<file path="config.mk">
export PLATFORM = sky130hd
export DESIGN_NAME = ring_decomp
export DESIGN_NICKNAME = d
export VERILOG_FILES = /design/src/rtl/ring_decomp.sv
export SDC_FILE = /design/constraint.sdc
export NUM_CORES = 1
export LEC_CHECK = 0
export BUFFER_PORTS_ARGS = -buffer_cell sky130_fd_sc_hd__buf_2
export CELL_PAD_IN_SITES_DETAIL_PLACEMENT = 0
export CELL_PAD_IN_SITES_GLOBAL_PLACEMENT = 1
export CORE_ASPECT_RATIO = 0.9
export CORE_UTILIZATION = 45
export CTS_BUF_LIST = sky130_fd_sc_hd__clkbuf_4 sky130_fd_sc_hd__clkbuf_8 sky130_fd_sc_hd__clkbuf_16
export DETAILED_ROUTE_END_ITERATION = 10
export GPL_TIMING_DRIVEN = 1
export PLACE_DENSITY_LB_ADDON = 0.1
export SYNTH_ARGS = -nofsm -noshare
export SYNTH_HDL_FRONTEND = slang
export SYNTH_SLANG_ARGS = --single-unit
export TNS_END_PERCENT = 10
</file>
<file path="constraint.sdc">
create_clock -name clk -period 1.5 [get_ports clk]
set_clock_uncertainty 0.1 [all_clocks]
set_input_delay 0.3 -clock clk [delete_from_list [all_inputs] [get_ports clk]]
set_output_delay 0.3 -clock clk [all_outputs]
set_load 0.1 [all_outputs]
</file>
<file path="src/rtl/ring_decomp.sv">
module ring_decomp #(
  parameter int RING_W = 32,
  parameter int IN_W   = 4,
  parameter int CHAINS = 16,
  parameter logic [RING_W-1:0] POLY = 32'h0020_0047
) (
  input  logic              clk,
  input  logic              rst_n,
  input  logic              clr,
  input  logic              shift_en,
  input  logic [IN_W-1:0]   tester_i,
  output logic [CHAINS-1:0] chain_o
);
  localparam int SPAN = RING_W / IN_W;
  localparam int HALF = SPAN / 2;
  localparam logic [RING_W-1:0] TAPS = POLY & ~(RING_W'(1) << (RING_W-1));

  logic [RING_W-1:0] ring_q, fb, inj;

  assign fb = {ring_q[0], ring_q[RING_W-1:1]} ^ ({RING_W{ring_q[0]}} & TAPS);

  always_comb begin
    inj = '0;
    for (int k = 0; k < IN_W; k++) begin
      inj[k*SPAN]      = inj[k*SPAN]      ^ tester_i[k];
      inj[k*SPAN+HALF] = inj[k*SPAN+HALF] ^ tester_i[k];
    end
  end

  always_ff @(posedge clk or negedge rst_n) begin
    if (!rst_n)        ring_q <= '0;
    else if (clr)      ring_q <= '0;
    else if (shift_en) ring_q <= fb ^ inj;
  end

  for (genvar j = 0; j < CHAINS; j++) begin : g_phase
    assign chain_o[j] = ring_q[j % RING_W] ^ ring_q[(5*j+1) % RING_W]
                      ^ ring_q[(9*j+2) % RING_W];
  end

  p_hold_r2: assert property (@(posedge clk) disable iff (!rst_n)
    (!shift_en && !clr) |=> $stable(ring_q));
  p_clear_r3: assert property (@(posedge clk) disable iff (!rst_n)
    clr |=> ring_q == '0);
  p_zero_stays_r8: assert property (@(posedge clk) disable iff (!rst_n)
    (ring_q == '0 && shift_en && !clr && tester_i == '0) |=> ring_q == '0);
  p_inject_weight_r5: assert property (@(posedge clk) disable iff (!rst_n)
    (ring_q == '0 && shift_en && !clr)
      |=> $countones(ring_q) == 2 * $countones($past(tester_i)));
  p_zero_chains_r7: assert property (@(posedge clk) disable iff (!rst_n)
    ring_q == '0 |-> chain_o == '0);
endmodule

</file>
==> flow_summary.yaml, run 1 <==
timing:
  fin_ws_ns: -0.2807
  slew_headroom: 0.7312
  rsz0062_at_grt: "true"
  setup_viol: 16
  final_hold_viol_count: 0
  setup_tns_ns: -4.107
  tightest_slew_ns: 0.4032
  clock.fmax_mhz: 561.6
  slew_viol_final: 0
  fin_crit_ns: 1.781
  finalCritPeriodShare: 1.187
setup_path:
  r2r_end: "ring_q[0]$_DFFE_PN0P_"
  crit_fanout: 3
  crit_path_start_kind: "register"
  critPathMaxStageDelay_ns: 0.40
  end_kind: "output pin"
  critical_path_class: "reg -> out"
  r2r_cells: 4
  cp_common_cell: "xnor2_4"
  cp_cell_sequence: "buf_4 -> xnor2_4 -> xnor2_4 -> buf_12"
  required_ns: 1.10
  r2r_start: "ring_q[1]$_DFFE_PN0P_"
  cp_slowest_cell: "dfrtp_1"
  worstPathArrival_ns: 1.38
  regToRegSetupSlack_ns: 0.17
placement:
  hpwl_mm: 2.881
  pre_cts_ws_ns: -0.07597
  place_congestion: 0.7150
  portBuffers: 23
synthesis:
  synth_top_cell_area_share: 0.4526
  synthCells: 155
  synth_edf_count: 0
  ys.flop_type: "dfrtp_1"
  yosysWarnings: 0
  synth.most_common_cell: "xnor2_1"
  synth_top_area_cell: "dfrtp_1"
  synth-seq-cells: 32
  yosys-top-cells-area: "dfrtp_1, xnor2_1, mux2i_1"
  synth.avg_cell_area_um2: 11.41
  yosysSeqAreaShare: 0.4526
  async_flop_share: 1.000
  syn_area_mm2: 0.001769
  synth_nets: 163
  synth_common_cells: "xnor2_1, dfrtp_1, nor2_1, mux2i_1, a211oi_2"
  yosys.cell_types.count: 15
clocking:
  clock-sinks: 32
  clockBufferDepth: 2
  htree_levels: 2
  cts_tree: "built"
  cts_made_buffers: 5
  root_buffer: "clkbuf_8"
  clk_pin_slew_ns: 0.06
  clock_insertion_delay_worst_skew_ns: 0.28
routing:
  avgViaCountPerCell: 4.984
  drtIter0Drc: 28
  post_drt_wl_per_cell_um: 15.87
  ant_nets: 0
  first_pass_iters: 2
  num_vias: 1216
  drc: 0
  routed_wl_mm: 3.873
outcome:
  status: "complete, but fails checks"
  violations: "negative setup slack"
global_route:
  grt_pass1_wl_mm: 6.113
  use_met1: 0.2760
  antenna_found_initial: 0
  grt_usage: 0.2126
  grt_pass1_vias: 1231
  overflow: 0
  busiest_layer: "met2"
  grt_max_degree: 45
  met3_usage: 0.05000
  use_met2: 0.3501
floorplan:
  start_util: 0.4742
  die_area_mm2: 0.004187
  num_rows: 21
  die_h_um: 61.49
  io_pins: 24
  die_w_um: 68.10
  core_area_mm2: 0.003731
layout:
  syn_to_final_growth_pct: 69.45
  largest_reg_flops: 32
  reg_top3: "ring_q x32"
  drive_gt1_frac: 0.5404
  antennaDiodeCount: 0
  regMostFlops: "ring_q"
  nets: 205
hold_path:
  min_from: "clr"
  min_path_cells: 2
  hold_end: "ring_q[4]$_DFFE_PN0P_"
  hold_class: "in -> reg"
power_and_ir_drop:
  ir_drop_mv: 1.106
  p_leak_nw: 1.251
  powerDensity_mw_per_mm2: 1079
flow_run:
  cap_viol_max_count: 0
[per-layer routing]
metal	vias up	wire [µm]	share of wire
met4	0	39	0.010
met1	608	1674	0.43
met3	4	89	0.023
met2	18	2068	0.53
met5	-	0	0
li1	586	-	-
[kinds of logic after synthesis]
kind of cell | count (synthesis) | synth area share
xor gates and xnor gates | 42 | 0.2164
and+or+nand+nor | 33 | 0.07143
DFF | 32 | 0.4526
muxes | 20 | 0.1132
buffers and inverters | 15 | 0.06081
AOI/OAI and AO/OA | 13 | 0.08557
[layout by cell type (no fill, tap or decap), drive strengths merged, types with 6 or more instances in the layout]
cell type / count
clkbuf: 6
dfrtp: 32
buf: 49
nor2: 32
mux2i: 20
xnor2: 41
a211oi: 11
[where the power goes]
part,switching [mW],internal (mW),total (mW)
Clock,0.308,0.511,0.818
Combinational,0.796,0.626,1.42
Sequential,0.0902,0.904,0.994
[worst max-delay path by stage]
stage | cells after the start | slack (ns) | start | end
final | 4 | -0.28 | ring_q[6]$_DFFE_PN0P_ | chain_o[1]
after global routing | 3 | -0.33 | ring_q[14]$_DFFE_PN0P_ | chain_o[9]
after CTS | 3 | -0.31 | ring_q[2]$_DFFE_PN0P_ | chain_o[0]
after detailed placement | 3 | -0.08 | ring_q[0]$_DFFE_PN0P_ | chain_o[14]
after global placement | 3 | -0.008 | ring_q[0]$_DFFE_PN0P_ | chain_o[14]
after floorplan | 2 | -0.19 | ring_q[2]$_DFFE_PN0P_ | chain_o[13]
[critical path, delay by kind of cell (launching register included)]
kind	cells	cell delay, ns
XOR/XNOR	2	0.34
flip-flops	1	0.40
buffers and inverters	2	0.36
[repair_timing]
action | 4_1_cts | 5_1_grt
pin swaps | 14 | 6
buffers inserted | 1 | 0
hold buffers | 1 | 0
endpoints found under the hold margin | 14 | 0
endpoints found under the setup margin | 16 | 16
resized for setup | 8 | 2
[layout make-up]
class | count | area [µm²]
Multi-Input combinational cell | 108 | 1416
Sequential cell | 32 | 810.8
Clock inverter | 2 | 35.03
Clock buffer | 6 | 76.32
Tap cell | 46 | 57.56
Fill cell | 216 | 733.2
Timing Repair Buffer | 50 | 601.8
[per-stage QoR]
step             util  power [mW]  std cells  hold WS [ns]  area, µm²
3_3_place_gp   0.7572       2.390        235        0.1348       2825
5_1_grt        0.8035       3.346        244        0.2234       2998
4_1_cts        0.8005       3.264        245        0.2141       2987
2_1_floorplan       -       1.992        155      -0.09559       2323
3_5_place_dp   0.7572       2.415        235        0.1412       2825
6_report       0.8035       3.235        244        0.2291       2998
(Power assumes the default switching activity.)
==> run 2, diff against run 1 <==
- SETUP_SLACK_MARGIN: not set -> 0.2
==> flow_summary.yaml, run 2 (synthesized netlist as in run 1, its figures left out) <==
placement:
  hpwl_mm: 2.881
  portBuffers: 23
  place_congestion: 0.7150
layout:
  nets: 206
  antennaDiodeCount: 0
  final_common_cell: "nor2_1"
  reg_top3: "ring_q x32"
  largest_reg_flops: 32
  mostFrequentLayoutCells: "nor2_1, xnor2_4, dfrtp_1"
  regMostFlops: "ring_q"
  syn_to_final_growth_pct: 68.81
  drive_gt1_frac: 0.5377
timing:
  clock.fmax_mhz: 558.5
  final_hold_viol_count: 0
  slew_headroom: 0.7327
  fin_crit_ns: 1.790
  tightest_slew_ns: 0.4010
  slew_viol_final: 0
  setup_viol: 16
  setup_tns_ns: -4.121
  finalCritPeriodShare: 1.194
  fin_ws_ns: -0.2904
  rsz0062_at_grt: "true"
clocking:
  clock-sinks: 32
  clock_insertion_delay_worst_skew_ns: 0.28
  cts_made_buffers: 5
  htree_levels: 2
  clk_pin_slew_ns: 0.06
  root_buffer: "clkbuf_8"
  clockBufferDepth: 2
  cts_tree: "built"
routing:
  drtIter0Drc: 32
  first_pass_iters: 4
  post_drt_wl_per_cell_um: 15.65
  drc: 0
  num_vias: 1230
  avgViaCountPerCell: 5.020
  routed_wl_mm: 3.834
  ant_nets: 0
power_and_ir_drop:
  p_sw_mw: 1.192
  powerDensity_mw_per_mm2: 1082
  ir_drop_mv: 1.105
  seqPwrFrac: 0.307
  swShare: 0.3689
  comb_power_share: 0.439
  p_leak_nw: 1.253
  clock_power_share: 0.254
  totalPowerFinal_mw: 3.232
  p_int_mw: 2.040
setup_path:
  path_depth: 4
  worstPathArrival_ns: 1.39
  r2r_cells: 4
  crit_fanout: 3
  cp_cell_sequence: "xnor2_1 -> buf_4 -> xnor2_4 -> buf_12"
  crit_family: "flip-flops"
  required_ns: 1.10
  critical_path_class: "reg -> out"
  regToRegSetupSlack_ns: 0.17
  crit_path_start_kind: "register"
  critPathMaxStageDelay_ns: 0.45
  end_kind: "output pin"
  cp_num_buf_inv: 2
  cp_slowest_cell: "dfrtp_2"
  cp-startpoint: "ring_q[5]$_DFFE_PN0P_"
  critPathCapture: "chain_o[5]"
  r2r_start: "ring_q[1]$_DFFE_PN0P_"
  r2r_end: "ring_q[0]$_DFFE_PN0P_"
global_route:
  grt_pass1_vias: 1231
  overflow: 0
  antenna_found_initial: 0
  grt_pass1_wl_mm: 6.113
  grt_usage: 0.2126
  grt_max_degree: 45
floorplan:
  num_rows: 21
  io_pins: 24
  die_h_um: 61.49
  start_util: 0.4742
  core_area_mm2: 0.003731
  die_w_um: 68.10
  die_area_mm2: 0.004187
outcome:
  violations: "negative setup slack"
  status: "complete, but fails checks"
flow_run:
  cap_viol_max_count: 0
hold_path:
  hold_class: "in -> reg"
==> run 2: cell types whose count changed in the layout (fill, tap and decap cells not counted), sizes merged <==
cell  previous run  this run
buf             49        50
==> run 2: per-stage QoR <==
step	area, µm²	instances	setup slack [ns]	hold WS, ns	util
floorplan	2323	155	-0.1911	-0.09559	-
global placement	2825	235	-0.008279	0.1348	0.7572
detailed placement	2825	235	-0.07597	0.1412	0.7572
CTS	2987	245	-0.3110	0.2141	0.8005
global route	2987	245	-0.3510	0.2234	0.8005
finish	2987	245	-0.2904	0.2284	0.8005
==> run 2: how the worst min path moves through the flow <==
stage	startpoint	to	slack [ns]	cells past startpoint
global placement	rst_n	ring_q[27]$_DFFE_PN0P_	0.13	1
global route	clr	ring_q[4]$_DFFE_PN0P_	0.22	2
finish	clr	ring_q[4]$_DFFE_PN0P_	0.23	2
detailed placement	rst_n	ring_q[28]$_DFFE_PN0P_	0.14	1
CTS	clr	ring_q[4]$_DFFE_PN0P_	0.21	2
floorplan	rst_n	ring_q[0]$_DFFE_PN0P_	-0.1	0
==> run 2: layout make-up <==
type | instances | area [µm²]
Multi-Input combinational cell | 108 | 1398
Sequential cell | 32 | 810.8
Fill cell | 219 | 744.5
Timing Repair Buffer | 51 | 609.3
Clock buffer | 6 | 76.32
Tap cell | 46 | 57.56
Clock inverter | 2 | 35.03
==> run 2: metal layers <==
layer,vias up,track usage,part of all wire
met4,0,0.07440,0.015
met1,613,0.2760,0.44
met5,-,0,0
li1,590,-,-
met3,5,0.05000,0.023
met2,22,0.3501,0.52
==> run 2: what timing repair did <==
item | CTS | global route
setup endpoints to repair | 18 | 18
hold buffers | 1 | 0
gates resized for setup | 8 | 0
hold endpoints to repair | 14 | 0
pin swaps | 14 | 4
buffers inserted | 1 | 0
==> run 2: worst reg2reg max path, stage by stage (launching register included) <==
cell and delay [ns]:
dfrtp_2 0.49, buf_4 0.17, xor2_2 0.17, a21oi_1 0.10, a31o_1 0.20
==> run 2: power by group through the flow <==
stage,clock (mW),sequential [mW],combinational (mW)
3_3_place_gp,0,1.00,1.39
4_1_cts,0.840,0.993,1.43
2_1_floorplan,0,0.980,1.01
3_5_place_dp,0,1.00,1.41
5_1_grt,0.869,0.998,1.47
6_report,0.820,0.992,1.42
==> run 3, diff against run 2 <==
- RECOVER_POWER: not set -> 50
==> flow_summary.yaml, run 3 (synthesized netlist as in run 1, its figures left out) <==
outcome:
  violations: "negative setup slack"
  status: "complete, but fails checks"
setup_path:
  cp_num_buf_inv: 2
  cp_cell_sequence: "xnor2_1 -> buf_4 -> xnor2_4 -> buf_12"
  worstPathArrival_ns: 1.39
  end_kind: "output pin"
  required_ns: 1.10
  r2r_start: "ring_q[1]$_DFFE_PN0P_"
  critPathMaxStageDelay_ns: 0.45
  crit_family: "flip-flops"
  crit_fanout: 3
  cp_slowest_cell: "dfrtp_2"
  critical_path_class: "reg -> out"
  regToRegSetupSlack_ns: 0.14
  r2r_end: "ring_q[0]$_DFFE_PN0P_"
  crit_path_start_kind: "register"
  r2r_cells: 4
timing:
  fin_crit_ns: 1.793
  final_hold_viol_count: 0
  setup_viol: 16
  finalCritPeriodShare: 1.195
  clock.fmax_mhz: 557.7
  fin_ws_ns: -0.2930
  rsz0062_at_grt: "true"
  slew_viol_final: 0
  tightest_slew_ns: 0.6717
  setup_tns_ns: -4.136
  slew_headroom: 0.5522
hold_path:
  min_from: "clr"
  hold_class: "in -> reg"
  min_path_cells: 2
  hold_end: "ring_q[4]$_DFFE_PN0P_"
power_and_ir_drop:
  powerDensity_mw_per_mm2: 1091
  swShare: 0.3696
  p_int_mw: 2.032
  totalPowerFinal_mw: 3.223
  seqPwrFrac: 0.308
  comb_power_share: 0.438
  p_leak_nw: 1.242
  clock_power_share: 0.255
  ir_drop_mv: 1.102
  p_sw_mw: 1.191
routing:
  routed_wl_mm: 3.844
  drc: 0
  avgViaCountPerCell: 4.951
  ant_nets: 0
  first_pass_iters: 2
  num_vias: 1213
  post_drt_wl_per_cell_um: 15.69
  drtIter0Drc: 11
layout:
  antennaDiodeCount: 0
  multi_input_area_mm2: 0.001393
  drive_gt1_frac: 0.5327
  postLayoutCoreUtil: 0.7918
  nets: 206
  final_cell_count_no_fill: 245
  syn_to_final_growth_pct: 66.97
  register_area_um2: 810.8
  reg_top3: "ring_q x32"
  mostFrequentLayoutCells: "nor2_1, xnor2_4, dfrtp_1"
  regMostFlops: "ring_q"
  fillers: 223
  largest_reg_flops: 32
  final_common_cell: "nor2_1"
placement:
  place_inst: 235
  place_congestion: 0.7150
  hpwl_mm: 2.881
  portBuffers: 23
clocking:
  cts_made_buffers: 5
  clock_insertion_delay_worst_skew_ns: 0.28
  htree_levels: 2
  clockBufferDepth: 2
  clock-sinks: 32
  cts_tree: "built"
  clk_pin_slew_ns: 0.06
  root_buffer: "clkbuf_8"
floorplan:
  start_util: 0.4742
  die_h_um: 61.49
  num_rows: 21
  die_w_um: 68.10
  io_pins: 24
  die_area_mm2: 0.004187
  core_area_mm2: 0.003731
flow_run:
  cap_viol_max_count: 0
global_route:
  overflow: 0
  grt_max_degree: 45
  antenna_found_initial: 0
  grt_usage: 0.2126
  grt_pass1_vias: 1231
  grt_pass1_wl_mm: 6.113
-- run 3: routing by layer --
layer,global-route usage,vias up,part of all wire
met3,0.05000,5,0.027
met4,0.07440,0,0.011
met1,0.2760,600,0.43
met5,0,-,0
met2,0.3501,22,0.53
li1,-,586,-
-- run 3: final cells by class --
class / count / area share
clock buffer: 6 / 0.02584
clock inverter: 2 / 0.01186
multi-input combinational: 108 / 0.4714
sequential: 32 / 0.2745
tap: 46 / 0.01948
timing repair buffer: 51 / 0.1970
-- run 3: worst max path at each step --
stage / from / end / slack (ns) / cells after the start
2_1_floorplan: ring_q[2]$_DFFE_PN0P_ / chain_o[13] / -0.19 / 2
3_3_place_gp: ring_q[0]$_DFFE_PN0P_ / chain_o[14] / -0.008 / 3
3_5_place_dp: ring_q[0]$_DFFE_PN0P_ / chain_o[14] / -0.08 / 3
4_1_cts: ring_q[2]$_DFFE_PN0P_ / chain_o[0] / -0.31 / 3
5_1_grt: ring_q[5]$_DFFE_PN0P_ / chain_o[5] / -0.35 / 4
6_report: ring_q[5]$_DFFE_PN0P_ / chain_o[5] / -0.29 / 4
-- run 3: stage by stage --
| step | worst slack (ns) | hold slack (ns) | instance area, µm² |
|---|---|---|---|
| 2_1_floorplan | -0.1911 | -0.09559 | 2323 |
| 3_3_place_gp | -0.008279 | 0.1348 | 2825 |
| 3_5_place_dp | -0.07597 | 0.1412 | 2825 |
| 4_1_cts | -0.3110 | 0.2141 | 2987 |
| 5_1_grt | -0.3510 | 0.2234 | 2954 |
| 6_report | -0.2930 | 0.2274 | 2954 |
-- run 3: timing repair --
action / CTS / global route
buffers inserted: 1 / 0
hold endpoints to repair: 14 / 0
resized for setup: 8 / 0
pin swaps: 14 / 4
setup endpoints to repair: 18 / 18
hold buffers: 1 / 0
-- run 3: power by group through the flow --
stage / registers [mW] / clock network, mW / logic [mW]
6_report: 0.992 / 0.821 / 1.41
5_1_grt: 0.998 / 0.869 / 1.46
4_1_cts: 0.993 / 0.840 / 1.43
3_5_place_dp: 1.00 / 0 / 1.41
3_3_place_gp: 1.00 / 0 / 1.39
2_1_floorplan: 0.980 / 0 / 1.01
